===== src/rtl/pcint_pkg.sv =====
package pcint_pkg;
    localparam int unsigned PC_ADDR_W = 2;

    typedef enum logic [PC_ADDR_W-1:0] {
        SEL_EDGE  = 2'd0,
        SEL_MASK  = 2'd1,
        SEL_EVENT = 2'd2,
        SEL_NONE  = 2'd3
    } pc_sel_e;
endpackage


===== src/rtl/pcint_sync.sv =====
module pcint_sync #(
    parameter int unsigned WIDTH  = 8,
    parameter int unsigned STAGES = 2
) (
    input  logic             clk,
    input  logic             rst_n,
    input  logic [WIDTH-1:0] async_i,
    output logic [WIDTH-1:0] sync_o
);
    logic [WIDTH-1:0] stage_d [STAGES];
    logic [WIDTH-1:0] stage_q [STAGES];

    always_comb begin
        stage_d[0] = async_i;
        for (int s = 1; s < STAGES; s++) begin
            stage_d[s] = stage_q[s-1];
        end
    end

    generate
        for (genvar g = 0; g < STAGES; g++) begin : g_stage
            always_ff @(posedge clk or negedge rst_n) begin
                if (!rst_n) stage_q[g] <= '0;
                else        stage_q[g] <= stage_d[g];
            end
        end
    endgenerate

    assign sync_o = stage_q[STAGES-1];
endmodule


===== src/rtl/pcint_edge.sv =====
module pcint_edge #(
    parameter int unsigned WIDTH = 8
) (
    input  logic             clk,
    input  logic             rst_n,
    input  logic [WIDTH-1:0] level_i,
    input  logic [WIDTH-1:0] rise_sel_i,
    input  logic [WIDTH-1:0] dir_i,
    output logic [WIDTH-1:0] hit_o
);
    typedef struct packed {
        logic [WIDTH-1:0] last;
    } edge_st_t;

    edge_st_t st_d, st_q;
    logic [WIDTH-1:0] rose, fell;

    always_comb begin
        st_d      = st_q;
        st_d.last = level_i;
        rose      = level_i & ~st_q.last;
        fell      = ~level_i & st_q.last;
        for (int i = 0; i < WIDTH; i++) begin
            hit_o[i] = !dir_i[i] && (rise_sel_i[i] ? rose[i] : fell[i]);
        end
    end

    always_ff @(posedge clk or negedge rst_n) begin
        if (!rst_n) st_q <= '0;
        else        st_q <= st_d;
    end
endmodule


===== src/rtl/pcint_regs.sv =====
module pcint_regs
    import pcint_pkg::*;
#(
    parameter int unsigned WIDTH = 8
) (
    input  logic                 clk,
    input  logic                 rst_n,
    input  logic                 wr_en_i,
    input  logic                 rd_en_i,
    input  logic [PC_ADDR_W-1:0] addr_i,
    input  logic [WIDTH-1:0]     wdata_i,
    input  logic [WIDTH-1:0]     hit_i,
    output logic [WIDTH-1:0]     rise_sel_o,
    output logic [WIDTH-1:0]     mask_o,
    output logic [WIDTH-1:0]     event_o,
    output logic [WIDTH-1:0]     rdata_o,
    output logic                 irq_o
);
    typedef struct packed {
        logic [WIDTH-1:0] rise_sel;
        logic [WIDTH-1:0] mask;
        logic [WIDTH-1:0] events;
        logic [WIDTH-1:0] rdata;
        logic             irq;
    } reg_st_t;

    reg_st_t st_d, st_q;
    logic [WIDTH-1:0] clr;
    pc_sel_e sel;

    always_comb begin
        st_d = st_q;
        sel  = pc_sel_e'(addr_i);
        clr  = '0;
        if (wr_en_i) begin
            unique case (sel)
                SEL_EDGE:  st_d.rise_sel = wdata_i;
                SEL_MASK:  st_d.mask     = wdata_i;
                SEL_EVENT: clr           = wdata_i;
                default:   ;
            endcase
        end
        if (rd_en_i) begin
            unique case (sel)
                SEL_EDGE:  st_d.rdata = st_q.rise_sel;
                SEL_MASK:  st_d.rdata = st_q.mask;
                SEL_EVENT: st_d.rdata = st_q.events;
                default:   st_d.rdata = '0;
            endcase
        end
        st_d.events = (st_q.events & ~clr) | hit_i;
        st_d.irq    = |(st_q.events & st_q.mask);
    end

    always_ff @(posedge clk or negedge rst_n) begin
        if (!rst_n) st_q <= '0;
        else        st_q <= st_d;
    end

    assign rise_sel_o = st_q.rise_sel;
    assign mask_o     = st_q.mask;
    assign event_o    = st_q.events;
    assign rdata_o    = st_q.rdata;
    assign irq_o      = st_q.irq;
endmodule


===== src/rtl/pcint_top.sv =====
module pcint_top
    import pcint_pkg::*;
#(
    parameter int unsigned PINS       = 8,
    parameter int unsigned SYNC_DEPTH = 2
) (
    input  logic                 clk,
    input  logic                 rst_n,
    input  logic [PINS-1:0]      pin_i,
    input  logic [PINS-1:0]      dir_i,
    input  logic [PINS-1:0]      pull_en_i,
    input  logic                 wr_en_i,
    input  logic                 rd_en_i,
    input  logic [PC_ADDR_W-1:0] addr_i,
    input  logic [PINS-1:0]      wdata_i,
    output logic [PINS-1:0]      rdata_o,
    output logic [PINS-1:0]      pull_up_o,
    output logic [PINS-1:0]      pull_dn_o,
    output logic                 irq_o
);
    logic [PINS-1:0] level_w;
    logic [PINS-1:0] hit_w;
    logic [PINS-1:0] rise_sel_w;
    logic [PINS-1:0] mask_w;
    logic [PINS-1:0] event_w;
    logic [PINS-1:0] bias_on;

    pcint_sync #(.WIDTH(PINS), .STAGES(SYNC_DEPTH)) u_sync (
        .clk     (clk),
        .rst_n   (rst_n),
        .async_i (pin_i),
        .sync_o  (level_w)
    );

    pcint_edge #(.WIDTH(PINS)) u_edge (
        .clk        (clk),
        .rst_n      (rst_n),
        .level_i    (level_w),
        .rise_sel_i (rise_sel_w),
        .dir_i      (dir_i),
        .hit_o      (hit_w)
    );

    pcint_regs #(.WIDTH(PINS)) u_regs (
        .clk        (clk),
        .rst_n      (rst_n),
        .wr_en_i    (wr_en_i),
        .rd_en_i    (rd_en_i),
        .addr_i     (addr_i),
        .wdata_i    (wdata_i),
        .hit_i      (hit_w),
        .rise_sel_o (rise_sel_w),
        .mask_o     (mask_w),
        .event_o    (event_w),
        .rdata_o    (rdata_o),
        .irq_o      (irq_o)
    );

    assign bias_on   = pull_en_i & ~dir_i;
    assign pull_dn_o = bias_on & rise_sel_w;
    assign pull_up_o = bias_on & ~rise_sel_w;
endmodule


===== config.mk =====
export PLATFORM = sky130hd
export DESIGN_NAME = pcint_top
export DESIGN_NICKNAME = d
export VERILOG_FILES = /design/src/rtl/pcint_pkg.sv /design/src/rtl/pcint_sync.sv /design/src/rtl/pcint_edge.sv /design/src/rtl/pcint_regs.sv /design/src/rtl/pcint_top.sv
export SDC_FILE = /design/constraint.sdc
export NUM_CORES = 1
export LEC_CHECK = 0
export BUFFER_PORTS_ARGS = -buffer_cell sky130_fd_sc_hd__buf_2
export CORE_MARGIN = 2
export CORE_UTILIZATION = 30
export CTS_CLUSTER_SIZE = 25
export DETAILED_ROUTE_END_ITERATION = 8
export SLEW_MARGIN = 5
export SYNTH_ARGS = -nofsm -noshare
export SYNTH_HDL_FRONTEND = slang
export SYNTH_SLANG_ARGS = --single-unit

===== constraint.sdc =====
create_clock -name clk -period 1.1 [get_ports clk]
set_input_delay 0.11 -clock clk [delete_from_list [all_inputs] [get_ports clk]]
set_output_delay 0.11 -clock clk [all_outputs]
set_load 0.02 [all_outputs]

==> results of run 1 <==
## sequential cells by signal, indices dropped and copies added (netlist names)
name and count:
u_edge.st_q 8, u_regs.event_o 8, u_regs.irq_o 1, u_regs.mask_o 8, u_regs.rdata_o 8, u_regs.rise_sel_o 8, u_sync.stage_d 8, u_sync.sync_o 8
## through the flow
stage	setup WS, ns	util [%]	area [um2]
finish	-0.106	43.8	3390
floorplan	0.0280	-	2400
detailed placement	-0.0367	37.3	2890
global placement	0.00181	37.3	2890
CTS	-0.101	43.0	3330
global route	-0.156	43.8	3390
## metal layers
layer | GRT usage (%) | share of wire, % | vias up
li1 | - | - | 845
met1 | 18.5 | 46 | 855
met2 | 20.2 | 46 | 50
met3 | 3.38 | 4.8 | 11
met4 | 8.21 | 2.3 | 0
met5 | 0 | 0 | -
## kinds of logic (layout without fill, tap and decap cells)
| logic type | count (synthesis) | after routing |
|---|---|---|
| flip-flops | 57 | 57 |
| AO/OA/AOI/OAI | 20 | 20 |
| buffers and inverters | 17 | 111 |
| AND/OR/NAND/NOR | 52 | 52 |
| multiplexers | 24 | 24 |
## area by class of cell
class	instances	area [um2]
fill	753	4340
sequential	57	1430
multi-input combinational	96	986
timing repair buffer	87	643
clock buffer	13	159
clock inverter	3	15.0
tap	102	128
inverter	8	30.0
## path summary, 6_finish.rpt
path	start	slack (ns)	to
setup / recovery	u_regs.rise_sel_o[0]	-0.11	pull_dn_o[0]
hold / removal	wdata_i[6]	0.03	u_regs.mask_o[6]
setup reg to reg	u_regs.rise_sel_o[0]	0.02	u_regs.event_o[0]
hold reg to reg	u_sync.stage_d[2]	0.35	u_sync.sync_o[2]
max in group asynchronous	rst_n	0.56	u_regs.rdata_o[6]
min in group asynchronous	rst_n	0.29	u_sync.stage_d[3]
## critical path: stages (launching register included)
cell,delay [ns]
dfrtp_1,0.42
and3b_1,0.20
buf_6,0.13
## what timing repair did
| action | in CTS | in global routing |
|---|---|---|
| hold buffers | 9 | 0 |
| resized for setup | 33 | 11 |
| setup buffers | 8 | 0 |
| endpoints found under the hold margin | 65 | 0 |
| endpoints found under the setup margin | 16 | 23 |
| pin swaps | 16 | 3 |
## cell usage after synthesis (all sizes together)
cell	instances	area, um2
a211o	8	70.1
nand4	1	6.26
nand2b	1	6.26
nand3b	1	11.3
inv	8	30.0
nor4b	8	70.1
and3b	8	70.1
buf	6	42.5
dfrtp	57	1430
a22oi	4	30.0
mux2	16	180
nor4bb	8	80.1
clkbuf	3	11.3
o221ai	8	70.1
nor3b	9	78.8
mux2i	8	80.1
nand4b	16	140
## power groups by stage
stage | sequential (uW) | combinational (uW) | clock (uW)
6_report | 2630 | 1160 | 1730
5_1_grt | 2670 | 1260 | 1890
4_1_cts | 2620 | 1130 | 1780
3_5_place_dp | 2690 | 923 | 0
3_3_place_gp | 2670 | 904 | 0
2_1_floorplan | 2680 | 509 | 0
==> metrics.md, run 1 <==
| Metric | Value |
|---|---|
| Max Cap Viol | `0` |
| Commonest non-fill, non-tap cell in the layout | `dfrtp_1` |
| CP Data Arrival Time | `1.10 ns` |
| Most frequent cells in the layout | `dfrtp_1 (57), buf_2 (46), buf_4 (17)` |
| Leak | `about 0.0015 uW` |
| Mux contribution to synthesized area | `10.8%` |
| Inserted Diodes | `0` |
| CP max FO | `3` |
| Fin. Hold Viols | `0` |
| DR WL/cell | `approximately 15 um` |
| Worst Tran Pin Value | `between 0.3 and 0.4 ns` |
| Worst reg-to-reg path cell count | `3` |
| CTS root buf | `clkbuf_8` |
| Mapped Nets | `roughly 210` |
| Fin worst setup slack | `-0.106 ns` |
| Library cells used by synthesis | `19` |
| Min Tclk post-route | `roughly 1.2 ns` |
| Vias per cell | `approximately 4.8` |
| Violated checks | `negative setup slack` |
| Residual DRC | `0` |
| Slew headroom | `between 70% and 80%` |
| Port buffer count | `62` |
| Finish-stage setup viols | `16` |
| Crit path required time | `approximately 0.99 ns` |
| Part of the power in registers | `a little under half` |
| Worst Clk Skew | `0.00686 ns` |
| Die H | `a little over 90 um` |
| Initial antenna violation count | `0` |
| Sw Share | `roughly 29%` |
| Number of global-route vias before repair | `between 1500 and 2000` |
| Total Power | `5510 uW` |
| Maximum VDD drop | `approximately 0.78 mV` |
| Setup TNS | `-1.30 ns` |
| Chip Width | `a little over 90 um` |
| Hpwl dp | `about 3.7 mm` |
| DP Cell Count | `333` |
| XOR/XNOR share of the synthesized area | `0%` |
| First-pass GRT wire length | `about 9 mm` |
| Clock Latency Late Sink | `approximately 0.34 ns` |
| Crit Path Class | `flop to output port` |
| Crit end category | `output port` |
| Adder-cell share of the synthesized area | `0%` |
| Post-Synth Simple-Gate Area | `between 10% and 20%` |
| RSZ-0062 raised after global routing | `yes` |
| CTS buffer count | `9` |
| CP startpoint kind | `flop` |
| Ys Warns | `0` |
| Hold-critical path depth | `2` |
| CTS tree | `yes` |
| #FFs+latches synth | `57` |
| Gate power share | `approximately a fifth` |
| Total vias in the final route | `1761` |
| Clock power frac | `between 30% and 40%` |
| Clock tree buffer depth | `2` |
| Clock sink total | `57` |
| Compound-cell area share of the yosys netlist | `approximately 7.1%` |
| P&R area growth vs syn | `40.9%` |
| Drt first pass iters | `4` |
| Sequential fraction of the synthesis area | `a little under 60%` |
| Starting DRT DRC Count | `66` |
| Row count | `32` |
| Fin nets | `297` |
| PwrDens | `between 1500 and 2000 nW/um2` |
| Core area | `between 7000 and 8000 um2` |
| # H-tree levels | `3` |
| Tcrit/Tclk final | `110%` |
| Remaining global-route overflow | `0` |
| Layout cells sized above 1 | `between 40% and 50%` |
| Final WL | `~5.5 mm` |
| Starting density of the core | `31.1%` |
| Worst-path clk slew | `~0.060 ns` |
| Ports | `63` |
| Synth Instances | `between 150 and 200` |
| Largest net degree at the start of global routing | `58` |
| Hold Slack | `around 0.03 ns` |
| Die Area | `between 8000 and 9000 um2` |
| Psw | `1580 uW` |
| All-Layer GR Usage | `13.8%` |
| Non-Filler Instances | `between 300 and 400` |
| HP Class | `input pin to flop` |
| Synth Cell Area | `approximately 2400 um2` |
| P_int | `3940 uW` |
| Status | `finished, violations left` |
| ANT nets after route | `0` |
| Final slew viol count | `0` |
| Largest family of logic cells by synthesized area | `simple AND/OR/NAND/NOR gates` |
| Routability cong. | `0.743` |
| Maximum achievable frequency | `829 MHz` |
| Synthesized area per cell | `14.1 um2` |
Note: power is estimated with default switching activity, not from simulation.
==> run 2, diff against run 1 <==
==> constraint.sdc (replaced) <==
create_clock -name clk -period 1.15 [get_ports clk]
set_input_delay 0.115 -clock clk [delete_from_list [all_inputs] [get_ports clk]]
set_output_delay 0.115 -clock clk [all_outputs]
set_load 0.02 [all_outputs]
==> metrics.md, run 2 (synthesis gave the netlist of run 1 again) <==
| Metric | Value |
|---|---|
| Die Area | `8740 um2 (unchanged)` |
| Gate power share | `20.5% (-0.5 points)` |
| # H-tree levels | `3 (unchanged)` |
| P&R area growth vs syn | `38.9%` |
| Fin worst setup slack | `-0.0370 ns (+0.0691 ns)` |
| Worst Tran Pin Value | `0.330 ns (-0.00872 ns)` |
| CP max stage cell | `dfrtp_1` |
| CTS tree | `yes` |
| Fin nets | `297 (unchanged)` |
| Slew headroom | `78.0% (+0.58 points)` |
| Worst-path clk slew | `0.06 ns (about the same)` |
| HP Class | `input pin to flop` |
| CP startpoint kind | `flop` |
| Critical-path cell list | `nor3b_2, buf_4` |
| Most frequent cells in the layout | `dfrtp_1 (56), buf_2 (46), buf_4 (21)` |
| ANT nets after route | `0 (unchanged)` |
| Finish-stage setup viols | `16 (unchanged)` |
| Routability cong. | `0.759 (+2.1%)` |
| Fillers | `725 (-3.7%)` |
| Starting density of the core | `31.1% (unchanged)` |
| DR WL/cell | `14.8 um (-2.4%)` |
| Largest net degree at the start of global routing | `58 (unchanged)` |
| Maximum VDD drop | `0.905 mV (+16%)` |
| Setup TNS | `-0.395 ns (+0.902 ns)` |
| Core Util, Final | `43.2% (-0.62 points)` |
| Initial antenna violation count | `0 (unchanged)` |
| Leak | `0.00152 uW (-1.1%)` |
| Chip Width | `93.5 um (unchanged)` |
| Inserted Diodes | `0 (unchanged)` |
| Remaining global-route overflow | `0 (unchanged)` |
| Tcrit/Tclk final | `103%` |
| Sw Share | `28.1% (-0.53 points)` |
| Critical path origin | `u_regs.rise_sel_o[3]` |
| PwrDens | `1560 nW/um2 (-4.2%)` |
| Violated checks | `negative setup slack` |
| Psw | `1460 uW (-7.3%)` |
| Crit path required time | `1.03 ns (+0.04 ns)` |
| Clock sink total | `57 (unchanged)` |
| Drt first pass iters | `4 (unchanged)` |
| Final slew viol count | `0 (unchanged)` |
| Hpwl dp | `3.76 mm (+1.8%)` |
| Final WL | `5.40 mm (-2.4%)` |
| Worst Clk Skew | `0.00591 ns (-0.000956 ns)` |
| Part of the power in registers | `48.3% (+0.6 points)` |
| Starting DRT DRC Count | `91 (+38%)` |
| Fin. Hold Viols | `0 (unchanged)` |
| Multi-input logic area | `952 um2 (-3.4%)` |
| Layout cells sized above 1 | `46.2% (-1.1 points)` |
| Max stage delay on crit path | `0.41 ns (about the same)` |
| RSZ-0062 raised after global routing | `yes` |
| Ports | `63 (unchanged)` |
| First-pass GRT wire length | `8.83 mm (-2.9%)` |
| Status | `finished, violations left` |
| P_int | `3740 uW (-4.9%)` |
| Die H | `93.5 um (unchanged)` |
| Worst reg2reg startpoint | `u_regs.rise_sel_o[4]` |
| Hold_sp | `wdata_i[6]` |
| Port buffer count | `62 (unchanged)` |
| Register area | `1430 um2 (about the same)` |
| Crit end category | `output port` |
| Vias per cell | `4.90 (+1.8%)` |
| Residual DRC | `0 (unchanged)` |
| Crit Path Class | `flop to output port` |
| Min Tclk post-route | `approximately 1.2 ns` |
| Clock tree buffer depth | `2 (unchanged)` |
| Hold Slack | `0.0452 ns (+0.0143 ns)` |
| Maximum achievable frequency | `842 MHz` |
| Total vias in the final route | `1792 (+1.8%)` |
| All-Layer GR Usage | `13.3% (-0.48 points)` |
| Row count | `32 (unchanged)` |
| CTS root buf | `clkbuf_8` |
| Clock power frac | `31.2% (about the same)` |
| CP max FO | `3 (unchanged)` |
| Max Cap Viol | `0 (unchanged)` |
| CTS buffer count | `9 (unchanged)` |
| Core area | `7730 um2 (unchanged)` |
| Commonest non-fill, non-tap cell in the layout | `dfrtp_1` |
| Clock Latency Late Sink | `0.34 ns (about the same)` |
| CP Data Arrival Time | `1.07 ns (-0.03 ns)` |
| Number of global-route vias before repair | `1761 (-3.6%)` |
## run 2: cell counts in the layout (fill, tap and decap cells not counted)
Identical to the previous run, type by type.
## run 2: layout make-up
cell class              instances  area share (%)
clock buffers                  13            4.76
flip-flops and latches         57            42.8
repair buffers                 87            18.8
inverters                       8           0.899
well taps                     102            3.82
clock inverters                 3           0.450
multi-input cells              96            28.5
## run 2: power by group through the flow
stage | Clock [uW] | Combinational, uW | Sequential [uW]
detailed placement | 0 | 878 | 2580
global route | 1780 | 1170 | 2560
global placement | 0 | 863 | 2570
CTS | 1680 | 1070 | 2520
finish | 1620 | 1070 | 2520
floorplan | 0 | 487 | 2560
## run 2: worst paths after layout
path | depth (start not counted) | slack (ns) | to
setup / recovery | 2 | -0.04 | pull_up_o[3]
hold / removal | 2 | 0.05 | u_regs.mask_o[6]
setup reg to reg | 3 | 0.06 | u_regs.event_o[4]
hold reg to reg | 0 | 0.35 | u_sync.sync_o[5]
max in group asynchronous | 3 | 0.59 | u_regs.rise_sel_o[5]
min in group asynchronous | 3 | 0.29 | u_sync.stage_d[7]
## run 2: metal layers
layer / track usage (%) / vias up / wire (um)
li1: - / 841 / -
met5: 0 / - / 0
met3: 5.08 / 8 / 388
met1: 17.7 / 880 / 2440
met2: 20.3 / 63 / 2500
met4: 4.04 / 0 / 65
## run 2: repair_timing
action                                 in CTS  in global routing
gates resized for setup                    29                  7
hold buffers                                9                  0
pin swaps                                  16                  0
endpoints found under the hold margin      65                  0
setup endpoints to repair                  16                 19
setup buffers                               8                  0
## run 2: worst max-delay path: cells and delay by family, from the launching register on
family / cells / cell delay [ns]
flip-flops: 1 / 0.41
buffers and inverters: 1 / 0.16
AND/OR/NAND/NOR: 1 / 0.17
## run 2: through the flow
step / setup WS, ns / power [uW] / cell area (um2) / std cells
floorplan: 0.0730 / 3050 / 2400 / 170
finish: -0.0370 / 5210 / 3340 / 366
detailed placement: 0.0262 / 3460 / 2890 / 333
CTS: -0.0815 / 5270 / 3310 / 366
global placement: 0.0341 / 3430 / 2890 / 333
global route: -0.136 / 5510 / 3340 / 366
==> run 3, diff against run 2 <==
--- a/config.mk
+++ b/config.mk
@@ -10,6 +10,7 @@
 export CORE_UTILIZATION = 30
 export CTS_CLUSTER_SIZE = 25
 export DETAILED_ROUTE_END_ITERATION = 8
+export RECOVER_POWER = 100
 export SLEW_MARGIN = 5
 export SYNTH_ARGS = -nofsm -noshare
 export SYNTH_HDL_FRONTEND = slang
==> metrics.md, run 3 (synthesis gave the netlist of run 1 again) <==
| Metric | Value |
|---|---|
| CTS tree | `yes` |
| CP max stage cell | `dfrtp_1` |
| Final slew viol count | `0 (unchanged)` |
| Inserted Diodes | `0 (unchanged)` |
| Clock sink total | `57 (unchanged)` |
| Final instance area | `3290 um2 (-1.4%)` |
| Worst path top cell family by delay | `flip-flops` |
| Port buffer count | `62 (unchanged)` |
| Remaining global-route overflow | `0 (unchanged)` |
| Drt first pass iters | `4 (unchanged)` |
| DP Cell Count | `333 (unchanged)` |
| Starting density of the core | `31.1% (unchanged)` |
| CP startpoint kind | `flop` |
| Most frequent cells in the layout | `dfrtp_1 (56), buf_2 (37), nand4b_1 (16), mux2_2 (16)` |
| Routability cong. | `0.759 (unchanged)` |
| RSZ-0062 raised after global routing | `yes` |
| Die Area | `8740 um2 (unchanged)` |
| PwrDens | `1560 nW/um2 (+0.34%)` |
| Crit path required time | `1.03 ns (about the same)` |
| ANT nets after route | `0 (unchanged)` |
| Maximum VDD drop | `0.898 mV (-0.81%)` |
| Starting DRT DRC Count | `78 (-14%)` |
| Die H | `93.5 um (unchanged)` |
| # H-tree levels | `3 (unchanged)` |
| Crit Path Class | `flop to output port` |
| Largest net degree at the start of global routing | `58 (unchanged)` |
| Number of global-route vias before repair | `1761 (unchanged)` |
| Layout cells sized above 1 | `41.3% (-4.9 points)` |
| Leak | `0.00147 uW (-3.2%)` |
| Core area | `7730 um2 (unchanged)` |
| DR WL/cell | `14.7 um (-0.11%)` |
| Tcrit/Tclk final | `104% (+0.32 points)` |
| HP Class | `input pin to flop` |
| Placement Setup Slack | `0.0262 ns (unchanged)` |
| Fin worst setup slack | `-0.0407 ns (-0.00367 ns)` |
| Vias per cell | `4.90 (about the same)` |
| CP max FO | `3 (unchanged)` |
| Commonest non-fill, non-tap cell in the layout | `dfrtp_1` |
| Row count | `32 (unchanged)` |
| Worst Tran Pin Value | `0.701 ns (+0.371 ns)` |
| Total vias in the final route | `1793 (+0.056%)` |
| Slew headroom | `53.3% (-25 points)` |
| Worst-path clk slew | `0.06 ns (about the same)` |
| Max Cap Viol | `0 (unchanged)` |
| Min Tclk post-route | `1.19 ns (+0.00367 ns)` |
| WP buf/inv | `1 (unchanged)` |
| Clock Latency Late Sink | `0.34 ns (about the same)` |
| Final WL | `5.39 mm (-0.11%)` |
| Finish-stage setup viols | `16 (unchanged)` |
| Initial antenna violation count | `0 (unchanged)` |
| Total Power | `5150 uW (-1.0%)` |
| Clock tree buffer depth | `2 (unchanged)` |
| Residual DRC | `0 (unchanged)` |
| Cell area after placement | `2890 um2 (unchanged)` |
| Max stage delay on crit path | `0.41 ns (about the same)` |
| P&R area growth vs syn | `37.0%` |
| CTS buffer count | `9 (unchanged)` |
| Maximum achievable frequency | `840 MHz (-0.31%)` |
| Fin. Hold Viols | `0 (unchanged)` |
| Worst Clk Skew | `0.00577 ns (-0.000133 ns)` |
| CP Data Arrival Time | `1.08 ns (about the same)` |
| Status | `finished, violations left` |
| CTS root buf | `clkbuf_8` |
| Crit end category | `output port` |
| All-Layer GR Usage | `13.3% (unchanged)` |
| Ports | `63 (unchanged)` |
| Hpwl dp | `3.76 mm (unchanged)` |
| Violated checks | `negative setup slack` |
| Chip Width | `93.5 um (unchanged)` |
| Critical-path cell list | `nor3b_2, buf_4` |
| First-pass GRT wire length | `8.83 mm (unchanged)` |
| Non-Filler Instances | `366 (unchanged)` |
| Fin nets | `297 (unchanged)` |
## run 3: report_power, final
group | leakage, uW | internal [uW] | switching (uW)
clock | 0.0000932 | 888 | 733
sequential | 0.000665 | 2290 | 228
combinational | 0.000715 | 510 | 503
## run 3: path summary, 6_finish.rpt
path / from / depth (start not counted) / endpoint / slack, ns
setup / recovery: u_regs.rise_sel_o[3] / 2 / pull_up_o[3] / -0.04
hold / removal: wdata_i[6] / 2 / u_regs.mask_o[6] / 0.05
setup reg to reg: u_regs.rise_sel_o[4] / 3 / u_regs.event_o[4] / 0.05
hold reg to reg: u_sync.stage_d[5] / 0 / u_sync.sync_o[5] / 0.35
max in group asynchronous: rst_n / 3 / u_regs.rise_sel_o[5] / 0.22
min in group asynchronous: rst_n / 3 / u_sync.stage_d[7] / 0.43
## run 3: metal layers
metal | track usage, % | wire (um)
met5 | 0 | 0
met4 | 4.04 | 66
met3 | 5.08 | 354
met2 | 20.3 | 2490
met1 | 17.7 | 2480
## run 3: layout make-up
class	count	area [um2]
fill	730	4430
sequential	57	1430
multi-input combinational	96	952
timing repair buffer	87	582
clock buffer	13	159
tap	102	128
inverter	8	30.0
clock inverter	3	15.0
## run 3: timing repair
action,4_1_cts,5_1_grt
setup endpoints to repair,16,19
endpoints found under the hold margin,65,0
setup buffers,8,0
resized for setup,29,7
hold buffers,9,0
pin swaps,16,0
## run 3: worst reg2reg max path: cells and delay by family (launching register included)
kind / cells / cell delay [ns]
buf+inv: 1 / 0.16
simple gates: 1 / 0.15
compound gates: 1 / 0.26
flops: 1 / 0.41
## run 3: stage by stage
stage	util, %	hold slack, ns	setup TNS [ns]
finish	42.6	0.0458	-0.374
global route	42.6	0.0437	-1.41
CTS	42.8	0.0325	-0.733
detailed placement	37.3	0.138	0
global placement	37.3	0.135	0
floorplan	-	-0.181	0
